==> src/rtl/wdog_pkg.sv <==
package wdog_pkg;

  // strobes from the control unit to the count datapath
  typedef struct packed {
    logic load;  // reload upper byte, clear lower byte and prescaler phase
    logic run;   // prescaler and counter may advance this cycle
  } wdCmd_t;

  typedef enum logic {
    WD_WATCH = 1'b0,
    WD_HOLD  = 1'b1
  } wdPhase_e;

endpackage

==> src/rtl/wdog_count.sv <==
module wdog_count
  import wdog_pkg::*;
#(
  parameter int CNT_W    = 16,
  parameter int REL_W    = 8,
  parameter int FAST_DIV = 2,
  parameter int SLOW_DIV = 128
) (
  input  logic             clk,
  input  logic             rstN,
  input  wdCmd_t           cmd,
  input  logic             slowSel,
  input  logic [REL_W-1:0] reloadVal,
  output logic             wrapNow
);

  localparam int PH_W  = (SLOW_DIV > 2) ? $clog2(SLOW_DIV) : 1;
  localparam int LOW_W = CNT_W - REL_W;
  localparam logic [PH_W-1:0] FAST_LIM = PH_W'(FAST_DIV - 1);
  localparam logic [PH_W-1:0] SLOW_LIM = PH_W'(SLOW_DIV - 1);

  logic [PH_W-1:0]  phase;
  logic [CNT_W-1:0] cnt;
  logic [PH_W-1:0]  phaseLim;
  logic             tick;

  assign phaseLim = slowSel ? SLOW_LIM : FAST_LIM;
  assign tick     = cmd.run && (phase >= phaseLim);
  assign wrapNow  = tick && (cnt == '1);

  always_ff @(posedge clk or negedge rstN) begin
    if (!rstN) begin
      phase <= '0;
      cnt   <= '0;
    end else if (cmd.load) begin
      phase <= '0;
      cnt   <= {reloadVal, {LOW_W{1'b0}}};
    end else if (cmd.run) begin
      if (tick) begin
        phase <= '0;
        cnt   <= cnt + 1'b1;
      end else begin
        phase <= phase + 1'b1;
      end
    end
  end


  load_image_chk: assert property (@(posedge clk) disable iff (!rstN)
    cmd.load |=> (cnt[LOW_W-1:0] == '0) && (phase == '0)
                 && (cnt[CNT_W-1:LOW_W] == $past(reloadVal)));


  frozen_count_chk: assert property (@(posedge clk) disable iff (!rstN)
    (!cmd.run && !cmd.load) |=> $stable(cnt) && $stable(phase));


  upward_count_chk: assert property (@(posedge clk) disable iff (!rstN)
    (cmd.run && !cmd.load && !wrapNow) |=> (cnt >= $past(cnt)));

endmodule

==> src/rtl/wdog_ctrl.sv <==
module wdog_ctrl
  import wdog_pkg::*;
#(
  parameter int HOLD_CYC = 16
) (
  input  logic   clk,
  input  logic   rstN,
  input  logic   porN,
  input  logic   serviceStb,
  input  logic   disableReq,
  input  logic   initDoneStb,
  input  logic   wrapNow,
  output wdCmd_t cmd,
  output logic   inHold,
  output logic   lastWasWdog
);

  localparam int HOLD_W = (HOLD_CYC > 2) ? $clog2(HOLD_CYC) : 1;
  localparam logic [HOLD_W-1:0] HOLD_LAST = HOLD_W'(HOLD_CYC - 1);

  wdPhase_e          state;
  logic [HOLD_W-1:0] holdCnt;
  logic              locked;
  logic              enabled;
  logic              holdDone;
  logic              timeout;
  logic              watching;

  assign watching = (state == WD_WATCH);
  assign holdDone = (state == WD_HOLD) && (holdCnt == HOLD_LAST);
  assign timeout  = watching && enabled && wrapNow && !serviceStb;
  assign cmd.load = (watching && serviceStb) || holdDone;
  assign cmd.run  = watching && enabled;
  assign inHold   = (state == WD_HOLD);

  always_ff @(posedge clk or negedge rstN) begin
    if (!rstN) begin
      state   <= WD_WATCH;
      holdCnt <= '0;
      locked  <= 1'b0;
      enabled <= 1'b1;
    end else begin
      case (state)
        WD_WATCH: begin
          if (initDoneStb) begin
            locked <= 1'b1;
          end else if (disableReq && !locked) begin
            enabled <= 1'b0;
          end
          if (timeout) begin
            state   <= WD_HOLD;
            holdCnt <= '0;
          end
        end
        default: begin
          if (holdDone) begin
            state   <= WD_WATCH;
            locked  <= 1'b0;
            enabled <= 1'b1;
          end else begin
            holdCnt <= holdCnt + 1'b1;
          end
        end
      endcase
    end
  end

  always_ff @(posedge clk or negedge porN) begin
    if (!porN) begin
      lastWasWdog <= 1'b0;
    end else if (timeout && rstN) begin
      lastWasWdog <= 1'b1;
    end
  end


  lock_sticky_chk: assert property (@(posedge clk) disable iff (!rstN)
    (locked && watching) |=> locked);


  locked_run_chk: assert property (@(posedge clk) disable iff (!rstN)
    (locked && enabled && watching) |=> enabled);


  service_wins_chk: assert property (@(posedge clk) disable iff (!rstN)
    (watching && serviceStb) |=> (state == WD_WATCH));


  disabled_quiet_chk: assert property (@(posedge clk) disable iff (!rstN)
    (watching && !enabled) |=> (state == WD_WATCH));


  hold_stays_chk: assert property (@(posedge clk) disable iff (!rstN)
    ((state == WD_HOLD) && (holdCnt != HOLD_LAST)) |=> (state == WD_HOLD));


  hold_start_chk: assert property (@(posedge clk) disable iff (!rstN)
    $rose(inHold) |-> (holdCnt == '0));


  flag_sticky_chk: assert property (@(posedge clk) disable iff (!porN)
    lastWasWdog |=> lastWasWdog);

endmodule

==> src/rtl/wdog_guard.sv <==
module wdog_guard
  import wdog_pkg::*;
#(
  parameter int CNT_W    = 16,
  parameter int REL_W    = 8,
  parameter int FAST_DIV = 2,
  parameter int SLOW_DIV = 128,
  parameter int HOLD_CYC = 16
) (
  input  logic             clk,
  input  logic             rstN,
  input  logic             porN,
  input  logic             serviceStb,
  input  logic             disableReq,
  input  logic             initDoneStb,
  input  logic             slowSel,
  input  logic [REL_W-1:0] reloadVal,
  output logic             sysResetReq,
  output logic             extResetN,
  output logic             lastWasWdog
);

  wdCmd_t cmd;
  logic   wrapNow;
  logic   inHold;
  logic   anyRstN;

  assign anyRstN = rstN & porN;

  wdog_count #(
    .CNT_W   (CNT_W),
    .REL_W   (REL_W),
    .FAST_DIV(FAST_DIV),
    .SLOW_DIV(SLOW_DIV)
  ) countPath (
    .clk      (clk),
    .rstN     (anyRstN),
    .cmd      (cmd),
    .slowSel  (slowSel),
    .reloadVal(reloadVal),
    .wrapNow  (wrapNow)
  );

  wdog_ctrl #(
    .HOLD_CYC(HOLD_CYC)
  ) ctrlUnit (
    .clk        (clk),
    .rstN       (anyRstN),
    .porN       (porN),
    .serviceStb (serviceStb),
    .disableReq (disableReq),
    .initDoneStb(initDoneStb),
    .wrapNow    (wrapNow),
    .cmd        (cmd),
    .inHold     (inHold),
    .lastWasWdog(lastWasWdog)
  );

  assign sysResetReq = inHold;
  assign extResetN   = ~inHold;

endmodule

==> config.mk <==
export PLATFORM = sky130hd
export DESIGN_NAME = wdog_guard
export DESIGN_NICKNAME = d
export VERILOG_FILES = /design/src/rtl/wdog_pkg.sv /design/src/rtl/wdog_count.sv /design/src/rtl/wdog_ctrl.sv /design/src/rtl/wdog_guard.sv
export SDC_FILE = /design/constraint.sdc
export NUM_CORES = 1
export LEC_CHECK = 0
export BUFFER_PORTS_ARGS = -buffer_cell sky130_fd_sc_hd__buf_2
export CAP_MARGIN = 20
export CORE_AREA = 2 2 65 67
export CTS_BUF_LIST = sky130_fd_sc_hd__clkbuf_4
export DETAILED_ROUTE_END_ITERATION = 12
export DIE_AREA = 0 0 67 69
export GPL_ROUTABILITY_DRIVEN = 0
export PLACE_DENSITY = 0.7
export SYNTH_ARGS = -nofsm -noshare
export SYNTH_HDL_FRONTEND = slang
export SYNTH_SLANG_ARGS = --single-unit
export TNS_END_PERCENT = 30
==> constraint.sdc <==
create_clock -name clk -period 3.3 [get_ports clk]
set_input_delay 0.33 -clock clk [delete_from_list [all_inputs] [get_ports clk]]
set_output_delay 0.33 -clock clk [all_outputs]
set_load 0.005 [all_outputs]
After elaboration in Yosys (flattened, before gate mapping)
Cells that the tools add are included.
{"block": "word_totals", "reg_bits": 31, "latchBits": 0, "mem_bits_rw": 0, "mem_bits_ro": 0, "inputBits": 15, "output_inout_bits": 3, "elab_cells": 59, "n_memories": 0}
{"block": "classes", "add_sub_neg": 3, "mul": 0, "div": 0, "n_lt_le_gt_ge": 1, "eq_ne": 5, "shift": 0, "muxes": 20, "n_bitwise": 2, "n_reduce_logical": 21}
{"op": "16-bit two-way mux", "count": 3}
{"op": "7-bit two-way mux", "count": 4}
{"op": "16-bit by 1-bit adder with 16-bit output, second input constant", "count": 1}
{"op": "16-bit == test, second input constant", "count": 1}
{"op": "4-bit two-way mux", "count": 3}
{"op": "1-bit two-way mux", "count": 10}
{"op": "2-bit nonzero test", "count": 5}
{"op": "1-bit logical AND", "count": 9}
{"op": "7-bit by 1-bit adder with 7-bit output, second input constant", "count": 1}
{"op": "7-bit greater-or-equal comparator", "count": 1}
{"op": "2-bit AND reduction", "count": 3}
{"op": "4-bit by 1-bit adder with 4-bit output, second input constant", "count": 1}
{"op": "4-bit == test, second input constant", "count": 1}
{"op": "2-bit != test, second input constant", "count": 2}
{"op": "3-bit AND reduction", "count": 1}
{"op": "1-bit logical NOT", "count": 2}
{"op": "2-bit by 1-bit != test with 1-bit output, second input constant", "count": 1}
{"op": "1-bit AND", "count": 1}
{"op": "1-bit logical OR", "count": 1}
{"op": "1-bit NOT", "count": 1}

Depth between registers and ports, before layout
{"block": "logic_depth", "depth_word": 8, "ltp_mapped": 7, "depth_no_buf": 7}

Modules after synthesis
A second synthesis with hierarchy kept.
{"block": "hier_totals", "hier_cells": 178, "area_unflattened_um2": 1824.2}
{"module": "wdog_count", "instances": 1, "cells_each": 140, "area_per_inst_um2": 1397.6, "seq_area_each_um2": 575.6}
{"module": "wdog_ctrl", "instances": 1, "cells_each": 36, "area_per_inst_um2": 416.6, "seq_area_each_um2": 201.4}
{"module": "wdog_guard", "instances": 1, "cells_each": 2, "area_per_inst_um2": 10.0, "seq_area_each_um2": 0.0}

Worst setup path after synthesis
Ideal clock, no wire load.
{"block": "synth_path", "path_type": "input port to flip-flop", "from": "input port slowSel", "to": "register ctrlUnit.holdCnt[3]", "setup_time_ps": 122, "arrival_time_ps": 1956, "required_time_ps": 3178, "slack_ps": 1223, "cell_stages": 6, "n_path_buf": 0, "cell_sequence": "inv_1 ha_1 o211ai_1 o2111a_1 or4_4 a32o_1"}
{"block": "synth_via", "elab_chain_len": 8}
{"item": "start: declaration", "line_no": "wdog_guard.sv:16", "rtl": "input logic slowSel,"}
{"item": "7-bit two-way mux", "line_no": "wdog_count.sv:27", "rtl": "assign phaseLim = slowSel ? SLOW_LIM : FAST_LIM;"}
{"item": "7-bit greater-or-equal comparator", "line_no": "wdog_count.sv:28", "rtl": "assign tick = cmd.run && (phase >= phaseLim);"}
{"item": "1-bit logical AND", "line_no": "wdog_count.sv:28"}
{"item": "1-bit logical AND", "line_no": "wdog_count.sv:29", "rtl": "assign wrapNow = tick && (cnt == '1);"}
{"item": "1-bit logical AND (2 in series)", "line_no": "wdog_ctrl.sv:31", "rtl": "assign timeout = watching && enabled && wrapNow && !serviceStb;"}
{"item": "2-bit nonzero test (no line)"}
{"item": "2-bit AND reduction (no line)"}
{"item": "end signal: assignment", "line_no": "wdog_ctrl.sv:61", "rtl": "holdCnt <= holdCnt + 1'b1;"}
{"item": "end: declaration", "line_no": "wdog_ctrl.sv:22", "rtl": "logic [HOLD_W-1:0] holdCnt;"}
Every way passes these cells.
A chain may end at the register's enable or synchronous reset.

Worst setup path in the final report
{"block": "layout_path", "from": "register countPath.phase[4]", "to": "register ctrlUnit.holdCnt[3]"}
{"block": "layout_via", "elab_chain_len": 7}
{"item": "start: declaration", "line_no": "wdog_count.sv:22", "rtl": "logic [PH_W-1:0] phase;"}
{"item": "start signal: assignment", "line_no": "wdog_count.sv:43", "rtl": "phase <= phase + 1'b1;"}
{"item": "7-bit greater-or-equal comparator", "line_no": "wdog_count.sv:28"}
{"item": "1-bit logical AND", "line_no": "wdog_count.sv:28"}
{"item": "1-bit logical AND", "line_no": "wdog_count.sv:29"}
{"item": "1-bit logical AND (2 in series)", "line_no": "wdog_ctrl.sv:31"}
{"item": "2-bit nonzero test (no line)"}
{"item": "2-bit AND reduction (no line)"}
Every way passes these cells.

==> key figures <==
Run status
  – Outcome: complete, no violations

Synthesis
  – Synth Area in XOR/XNOR: 10.7%
  – Dominant cell type by area after synthesis: dfrtp_1
  – Area contributors post-synth: dfrtp_1 (44%), xor2_1 (6.6%), ha_1 (6.5%)
  – Mapped Cells: 175
  – Avg Synthesized Cell Area: 9.86 sq um
  – Register area share after synthesis: 45.0%
  – Yosys cell types: 37
  – Asr flop ratio synth: 100%
  – Compound-Gate Fraction of Synth Area: 12.0%
  – Ys Warns: 0
  – EDFF count, synth: 0
  – FF+latch count, synth: 31
  – Main combinational cell family by area after synthesis: simple AND/OR/NAND/NOR gates
  – Adder-cell share of the synthesized area: 6.53%
  – Syn Nets: 199
  – Syn Std Cell Area: 1730 sq um
  – Multiplexer area fraction after synthesis: 1.23%
  – Share of the synthesized area in the top cell type: 43.5%
  – Primary FF master, synth: dfrtp_1
  – Synth Area in Simple Gates: 23.0%

Floorplanning
  – DIE HEIGHT: 69 microns
  – I/O pins: 18
  – Die Wd: 67 microns
  – Total die area: 4620 sq um
  – Initial Utilization: 44.1%
  – Cell Rows: 23
  – Total core area: 3910 sq um

CTS
  – CTS Buf Count: 5
  – # resized after CTS: 0
  – Postcts setup bufs: 0
  – CTS HTree Levels: 2
  – Clock root cell: clkbuf_4
  – CTS tree: yes
  – Clock sinks: 31
  – CTS max path bufs: 2
  – Clock Pin Slew Worst Setup and Hold Paths: 110 ps
  – Clock latency on the worst-skew pair: 350 ps
  – CTS Hold Buffers Added: 1

Global route
  – Total track usage: 16.0%
  – Total global routing overflow: 0
  – First-pass GRT wire length: 5730 microns
  – Initial antenna violation count: 0
  – Vias in the first global route: 1288
  – Pin count of the biggest net entering global routing: 32

Cells and area
  – Fraction of layout instances using a drive strength above 1: 16.0%
  – Layout Cells excl Fill: 250
  – Multi-input logic area: 922 sq um
  – # nets final: 223
  – Register area: 777 sq um
  – FILL cells: 394
  – Ant. Diodes: 0
  – Area delta synth->final: 12.3%

Power
  – Leak: 0.897 nW
  – PD cells: 361 nW/um^2
  – Max VDD drop: 248 uV

Setup path
  – Endpoint type of the worst setup path: flop
  – Worst Path Max Fanout: 9
  – Critical path class: reg -> reg
  – Critical path cell sequence: ha_1 > o211ai_1 > o2111a_1 > or4_4 > a32o_1
  – Startpoint types: flop
  – Slowest cell delay on critical path: 570 ps
  – Slowest-stage cell, CP: or4_4
  – WP data required: 3540 ps
  – Critical Path AT: 2430 ps

STA
  – Clock Skews: 26.1 ps
  – Final Hold Vio Count: 0
  – Crit path time final: 2190 ps
  – Period utilization: 66.5%
  – Setup repair after global routing missed its margin: no
  – Final worst slack: 1110 ps
  – Max-Slew Margin vs Limit: 67.2%
  – F_max: 456 MHz
  – Setup Viol. Count Final: 0
  – Least-Margin Pin Slew: 492 ps
  – Final Max Slew Viols: 0
  – Setup TNS: 0 ps

Detailed routing
  – Total Wirelength: 3110 microns
  – Vias per std cell: 5.26
  – Initial drt markers: 88
  – Detail Route Antenna Nets: 0
  – Pre-antenna DRT Iters: 4
  – Wire per inst: 12.4 microns
  – Total number of vias: 1316
  – DRC viols: 0

Placed design
  – Setup WS pre-CTS: 1030 ps
  – DP HPWL: 2240 microns
  – Placed cell count: 241
  – IO buf count: 17

Worst hold path
  – Hold Crit Class: in -> async

Run
  – Max-capacitance violation count: 0
-- final timing paths --
path	startpoint	to	depth (start not counted)	slack, ps
setup reg to reg	countPath.phase[4]$_DFFE_PN0P_	ctrlUnit.holdCnt[3]$_DFFE_PN0P_	5	1110
setup / recovery	countPath.phase[4]$_DFFE_PN0P_	ctrlUnit.holdCnt[3]$_DFFE_PN0P_	5	1110
hold reg to reg	ctrlUnit.lastWasWdog$_DFFE_PN0P_	ctrlUnit.lastWasWdog$_DFFE_PN0P_	1	470
min in group clk	reloadVal[1]	countPath.cnt[9]$_DFFE_PN0P_	3	200
max in group asynchronous	porN	ctrlUnit.enabled$_DFFE_PN1P_	4	2320
hold / removal	rstN	countPath.cnt[5]$_DFFE_PN0P_	3	80
-- sequential cells by signal, indices dropped and copies added, names as in the netlist --
| signal | cells |
|---|---|
| ctrlUnit.locked | 1 |
| countPath.cnt | 16 |
| ctrlUnit.inHold | 1 |
| ctrlUnit.holdCnt | 4 |
| ctrlUnit.enabled | 1 |
| countPath.phase | 7 |
| ctrlUnit.lastWasWdog | 1 |
-- critical path, delay by kind of cell, from the launching register on --
kind / cells / cell delay, ps
simple gates: 1 / 570
fa+ha+maj: 1 / 310
flops: 1 / 440
compound gates: 3 / 760
-- logic make-up after synthesis --
logic type,count (synthesis)
AO/OA/AOI/OAI,29
AND/OR/NAND/NOR,77
XOR/XNOR,21
adder cells (fa/ha/maj),9
multiplexers,2
buffers and inverters,6
flip-flops,31
-- report_power, final --
part           internal [W]   total, W  switching (W)
Combinational     0.0000303  0.0000690      0.0000387
Sequential         0.000395   0.000408      0.0000132
Clock             0.0000881   0.000222       0.000133
Total              0.000513   0.000698       0.000185
-- layout by cell type (no fill, tap or decap), drive strengths merged, types with 3 or more instances in the layout --
cell	count
nand4	4
and4	3
and3	7
clkbuf	6
o21ai	12
dfrtp	30
inv	3
buf	19
nand2	19
a21oi	6
nand3	12
nor2	17
nand2b	3
ha	9
xnor2	8
xor2	13
-- stage by stage --
step | area, sq um | power [W] | util, % | hold slack (ps)
finish | 1940 | 0.000698 | 49.5 | 82.5
global route | 1940 | 0.000743 | 49.5 | 97.6
CTS | 1940 | 0.000708 | 49.5 | 89.6
detailed placement | 1870 | 0.000485 | 47.9 | 111
global placement | 1870 | 0.000483 | 47.9 | 110
floorplan | 1730 | 0.000462 | - | 34.4
-- layout make-up --
class	instances	area share (%)
tap	50	3.23
sequential	31	40.1
clock buffer	6	2.33
inverter	3	0.581
multi-input combinational	138	47.6
clock inverter	2	0.452
timing repair buffer	20	5.68
-- cells in the mapped netlist (all sizes together) (3+ instances only) --
master and instances:
o21ai 12, nand4 4, nor2 17, ha 9, and4 3, nand2 19
and3 7, xor2 13, a21oi 6, nand2b 3, dfrtp 30, xnor2 8
inv 3, nand3 12
-- layer usage --
layer  vias to the layer above  wire, microns  GRT usage, %
met2                        17           1420          24.1
li1                        668              -             -
met3                         6            115          3.92
met5                         -              0             0
met1                       625           1510          21.2
met4                         0             58          8.16
Note: power is estimated with default switching activity, not from simulation.
